### src/rtl/aai_prog_seq.sv
module aai_prog_seq #(
  parameter int AW          = 24,
  parameter int PROG_CYCLES = 64
) (
  input  logic          clk,
  input  logic          rst_n,
  input  logic          cs_n,
  input  logic          bit_valid,
  input  logic          bit_in,
  input  logic [AW-1:0] top_addr,
  output logic          prog_req,
  output logic [AW-1:0] prog_addr,
  output logic [15:0]   prog_data,
  output logic          busy,
  output logic          wel,
  output logic          aai_active,
  output logic          so_oe,
  output logic          so_rb
);
  localparam int ABYTES    = (AW + 7) / 8;
  localparam int FIRST_LEN = 1 + ABYTES + 2;
  localparam int FW        = 8 * FIRST_LEN;
  localparam int CW        = $clog2(PROG_CYCLES + 1);

  logic          cs_q, rb_en;
  logic [2:0]    bcnt;
  logic [3:0]    nbytes;
  logic [7:0]    sh;
  logic [FW-1:0] frm;
  logic [CW-1:0] cnt;
  logic [AW-1:0] cur;

  function automatic logic in_range(input logic [AW-1:0] b);
    return ({1'b0, b} | (AW+1)'(1)) <= {1'b0, top_addr};
  endfunction

  function automatic logic is_last(input logic [AW-1:0] b);
    return ({1'b0, b} + (AW+1)'(3)) > {1'b0, top_addr};
  endfunction

  wire          rise     = cs_n & ~cs_q;
  wire          whole    = rise & (bcnt == 3'd0);
  wire [7:0]    op1      = frm[7:0];
  wire [7:0]    op3      = frm[23:16];
  wire [7:0]    opf      = frm[FW-1 -: 8];
  wire [AW-1:0] a_in     = frm[16 +: AW];
  wire [AW-1:0] b_first  = {a_in[AW-1:1], 1'b0};
  wire [AW-1:0] b_next   = cur + AW'(2);
  wire          one_byte = whole & (nbytes == 4'd1);

  wire start_first = whole & ~aai_active & wel & ~busy & (nbytes == 4'(FIRST_LEN))
                     & (opf == 8'hAD) & in_range(b_first);
  wire start_next  = whole & aai_active & ~busy & (nbytes == 4'd3)
                     & (op3 == 8'hAD) & in_range(b_next);
  wire [AW-1:0] base = aai_active ? b_next : b_first;

  wire c_wren = one_byte & ~aai_active & (op1 == 8'h06);
  wire c_wrdi = one_byte & (op1 == 8'h04);
  wire c_ebsy = one_byte & ~aai_active & (op1 == 8'h70);
  wire c_dbsy = one_byte & ~aai_active & (op1 == 8'h80);

  assign busy  = (cnt != '0);
  assign so_oe = ~cs_n & rb_en & aai_active;
  assign so_rb = ~busy;

  always_ff @(posedge clk or negedge rst_n) begin
    if (!rst_n) begin
      cs_q <= 1'b1; rb_en <= 1'b0; bcnt <= '0; nbytes <= '0; sh <= '0;
      frm <= '0; cnt <= '0; cur <= '0; prog_req <= 1'b0;
      prog_addr <= '0; prog_data <= '0; wel <= 1'b0; aai_active <= 1'b0;
    end else begin
      cs_q     <= cs_n;
      prog_req <= 1'b0;
      if (cs_n) begin
        bcnt   <= '0;
        nbytes <= '0;
      end else if (bit_valid) begin
        sh   <= {sh[6:0], bit_in};
        bcnt <= bcnt + 3'd1;
        if (bcnt == 3'd7) begin
          frm    <= {frm[FW-9:0], sh[6:0], bit_in};
          nbytes <= (nbytes == 4'hF) ? nbytes : nbytes + 4'd1;
        end
      end
      if (busy) cnt <= cnt - CW'(1);
      if (c_wren) wel <= 1'b1;
      if (c_wrdi) begin
        wel        <= 1'b0;
        aai_active <= 1'b0;
      end
      if (c_ebsy) rb_en <= 1'b1;
      if (c_dbsy) rb_en <= 1'b0;
      if (start_first | start_next) begin
        prog_req  <= 1'b1;
        prog_addr <= base;
        prog_data <= frm[15:0];
        cur       <= base;
        cnt       <= CW'(PROG_CYCLES);
        if (is_last(base)) begin
          aai_active <= 1'b0;
          wel        <= 1'b0;
        end else begin
          aai_active <= 1'b1;
        end
      end
    end
  end
endmodule

### config.mk
export PLATFORM = sky130hd
export DESIGN_NAME = aai_prog_seq
export DESIGN_NICKNAME = d
export VERILOG_FILES = /design/src/rtl/aai_prog_seq.sv
export SDC_FILE = /design/constraint.sdc
export NUM_CORES = 1
export LEC_CHECK = 0
export ABC_AREA = 0
export BUFFER_PORTS_ARGS = -buffer_cell sky130_fd_sc_hd__buf_4
export CAP_MARGIN = 20
export CORE_UTILIZATION = 50
export CTS_CLUSTER_DIAMETER = 40
export DETAILED_ROUTE_END_ITERATION = 16
export PLACE_DENSITY_LB_ADDON = 0.05
export SYNTH_ARGS = -nofsm -noshare
export SYNTH_HDL_FRONTEND = slang
export SYNTH_SLANG_ARGS = --single-unit
### constraint.sdc
create_clock -name clk -period 9.5 [get_ports clk]
set_input_delay 0.95 -clock clk [delete_from_list [all_inputs] [get_ports clk]]
set_output_delay 0.95 -clock clk [all_outputs]
set_load 0.02 [all_outputs]
==> metrics.md <==
| Metric | Value |
|---|---|
| Synthesized Nets | between 800 and 900 |
| CTS tree | yes |
| Crit-path cells | ha_1, nand3_2, or3_1, nor3_2, xor2_2, ha_1, a211oi_1, o21ai_0, o211ai_1, a21oi_1, o41ai_1, o2bb2ai_4, buf_4, mux2_2 |
| Post-Synth Simple-Gate Area | 0.149 |
| Die footprint | ~0.015 mm2 |
| Pin count of the biggest net entering global routing | 79 |
| CTS resizes | 0 |
| Hold path cells | 1 |
| FF-to-FF End | prog_data[9] |
| Sequential standard cell area | 0.00285 mm2 |
| Logic pwr share | 0.050 |
| Worst Setup Start Kind | register |
| Vias in the first global route | 5897 |
| Switch share | 0.229 |
| Total gr overflow | 0 |
| Setup crit end kind | register |
| # port buffers | between 70 and 80 |
| Wire length of the first global-routing pass | roughly 31 mm |
| Post-synth top area cell | dfrtp_1 |
| Netlist Area Pre-Place | roughly 0.0075 mm2 |
| Nets | 896 |
| Int Pwr | between 0.9 and 1 mW |
| Worst Path Max Fanout | 31 |
| Clock-pin slew on the worst setup and hold paths | 0.05 ns |
| Min cycle time layout | 5.13 ns |
| Cell Rows | 44 |
| Worst Hold Endpoint | prog_data[10] |
| Ratio of cells with drive above 1 in the final layout | 0.258 |
| Initial core utilization | 0.514 |
| Detailed placer's ending HPWL | 14.3 mm |
| Hold Violations, Final | 0 |
| Worst Path Buf+Inv | 1 |
| Adder-cell area share of the yosys netlist | 0.132 |
| WL final | roughly 19 mm |
| N_diodes | 0 |
| Top_reg_cell synth | dfrtp_1 |
| Final ANT Viol Nets | 0 |
| Xor/xnor share of the synthesized area | 0.0577 |
| First-pass DRT Iterations | 4 |
| Most frequent cell after synthesis | dfrtp_1 |
| Synth Area in Compound Gates | 0.0839 |
| Critical R2R Launch | cur[1] |
| TritonCTS buffer count | 17 |
| Ports | 75 |
| Status | completed |
| Worst slew margin | 0.348 |
| Top cell by count, worst path | ha_1 |
| Worst VDD drop | 115 uV |
| Hold Path Origin | prog_data[10] |
| Root Driver | clkbuf_16 |
| Commonest cells in the netlist | 113 x dfrtp_1, 79 x ha_1, 73 x mux2_2 |
| Cells on worst reg2reg path | 14 |
| HP Class | reg -> reg |
| Antenna violations before repair | 0 |
| Initial drt markers | about 380 |
| Worst path arrival time | 5.43 ns |
| Multi-input logic area | around 0.0044 mm2 |
| Core ar. | approximately 0.015 mm2 |
| Skew-Pair Late Insertion Delay | around 0.42 ns |
| GRT Resource Usage Total | 0.258 |
| Mux contribution to synthesized area | 0.158 |
| Vias/cell | roughly 5.8 |
| CP required | around 10 ns |
| Die width | 124 um |
| Non-Filler Instances | a little under 1000 |
| Sw Pwr | 0.293 mW |
| Top-area cell type share of the netlist area | 0.377 |
| Hold Slack | 0.489 ns |
| TritonCTS Sinks | ~110 |
| Sequential Power Share | 0.396 |
| Layout area overhead | 18.2% |
| CP Class | reg -> reg |
| CP top delay family | compound AO/OA/AOI/OAI gates |
| Period utilization | 0.540 |
| Yosys reg bits | between 100 and 150 |
| Clock power share | 0.553 |
| Netlist cell types | 70 |
| DR vias | 5712 |
| Fmax | between 0.15 and 0.2 GHz |
| Average wire per standard cell | approximately 19 um |
| Setup TNS | 0 ns |
| # DRC | 0 |
| MaxCap Viol Count | 0 |
| Seq/Total Area, Yosys | 0.380 |
| Unrepaired setup endpoints after global routing | no |
| Slowest cell on crit path | o41ai_1 |
| Pwr Density | 144 mW/mm2 |
| Post-CTS setup buffers | 0 |
| Layout filler cell count | 1206 |
| Post-Syn Instances | a little over 700 |
| Area contributors post-synth | dfrtp_1 38%, ha_1 13%, mux2_2 11% |
| Slowest stage delay, CP | 0.73 ns |
| Synth warn | 0 |
| Syn avg cell area | between 10 and 15 um2 |
| FF-to-FF setup slack | between 4 and 5 ns |
| Worst-margin pin slew | around 0.98 ns |
| Final setup violation count | 0 |
| Cell total after placement | roughly 950 |
| CTS max path bufs | 2 |
| Max-slew violation count | 0 |
| H-tree Lvls | 4 |
| Largest family of logic cells by synthesized area | multiplexers |
| Number of synthesized flops with an enable pin | 0 |
| Die Span Y | 124 um |
| Gpl congestion | just over 0.9 |
| Leak pwr | around 4.4 nW |
| Hold_buf cts | 0 |
| Clk_skew | just over 0.009 ns |
| Share of flip-flops with an asynchronous set or reset | 1.00 |
==> per-stage QoR <==
step	utilization	total power, mW	worst slack, ns	instance area (um2)
2_1_floorplan	-	0.548	5.03	7500
4_1_cts	0.606	1.29	4.36	8840
6_report	0.608	1.28	4.37	8860
3_5_place_dp	0.562	0.581	4.35	8190
3_3_place_gp	0.562	0.578	4.42	8190
5_1_grt	0.608	1.32	4.12	8860
==> power groups by stage <==
stage | Clock [mW] | Sequential, mW | Combinational (mW)
floorplan | 0 | 0.513 | 0.0353
global placement | 0 | 0.515 | 0.0630
detailed placement | 0 | 0.515 | 0.0651
CTS | 0.720 | 0.507 | 0.0655
global route | 0.737 | 0.508 | 0.0734
finish | 0.707 | 0.507 | 0.0642
==> worst max-delay path by stage <==
| stage | from | endpoint | cells after the start |
|---|---|---|---|
| after global routing | cur[1] | prog_data[0] | 14 |
| after CTS | cur[1] | prog_data[9] | 14 |
| after detailed placement | cur[1] | prog_data[13] | 14 |
| after floorplan | aai_active | wel | 19 |
| after global placement | cur[1] | prog_data[7] | 14 |
| final | cur[1] | prog_data[9] | 14 |
==> registers in the layout, summed over array words and instances, names as in the netlist <==
name / cells
rb_en: 1
frm: 48
cs_q: 1
bcnt: 3
prog_req: 1
cnt: 7
sh: 7
nbytes: 4
prog_data: 16
aai_active: 1
cur: 24
wel: 1
==> area by class of cell <==
class	count	share of cell area
flip-flops and latches	114	0.322
repair buffers	78	0.0675
inverters	47	0.0200
clock buffers	19	0.0511
multi-input cells	530	0.491
clock inverters	13	0.0224
well taps	184	0.0260
==> cells by family (layout without fill, tap and decap cells) <==
group	after synthesis	count (layout)
AO/OA/AOI/OAI	95	95
XOR/XNOR	46	46
adder cells (fa/ha/maj)	79	79
buffers and inverters	69	157
flip-flops	114	114
multiplexers	107	107
AND/OR/NAND/NOR	203	203
==> metal layers <==
layer | routed length (um) | vias to the layer above | track usage
met4 | 438 | 0 | 0.103
met2 | 9400 | 121 | 0.433
met5 | 0 | - | 0
met3 | 827 | 31 | 0.0533
met1 | 8490 | 2813 | 0.324
li1 | - | 2747 | -
==> worst register-to-register path, cell delays in order, from the launching register on <==
cell,delay (ns)
dfrtp_1,0.48
ha_1,0.24
nand3_2,0.17
or3_1,0.62
nor3_2,0.24
xor2_2,0.29
ha_1,0.32
a211oi_1,0.21
o21ai_0,0.13
o211ai_1,0.12
a21oi_1,0.14
o41ai_1,0.73
o2bb2ai_4,0.41
buf_4,0.50
mux2_2,0.42
==> cell usage in the layout, fill, tap and decap left out, types with 4 or more instances in the layout <==
master and count:
mux2i_1 17, o21ai_0 20, bufinv_16 4, nor3_1 11, xnor2_1 21, and3_1 5, dfrtp_1 113, nand4_1 19
ha_1 79, clkbuf_16 17, nor2b_1 8, nor4_1 9, nor2_1 48, buf_4 77, a211oi_1 5, nand2_1 41
mux2_2 73, xor2_1 21, a21oi_1 30, a31oi_1 7, and4_1 7, mux2_1 17, a21o_1 6, clkinv_4 4
o21a_1 5, nand2b_1 5, inv_1 45, nand3_1 19
(Power assumes the default switching activity.)
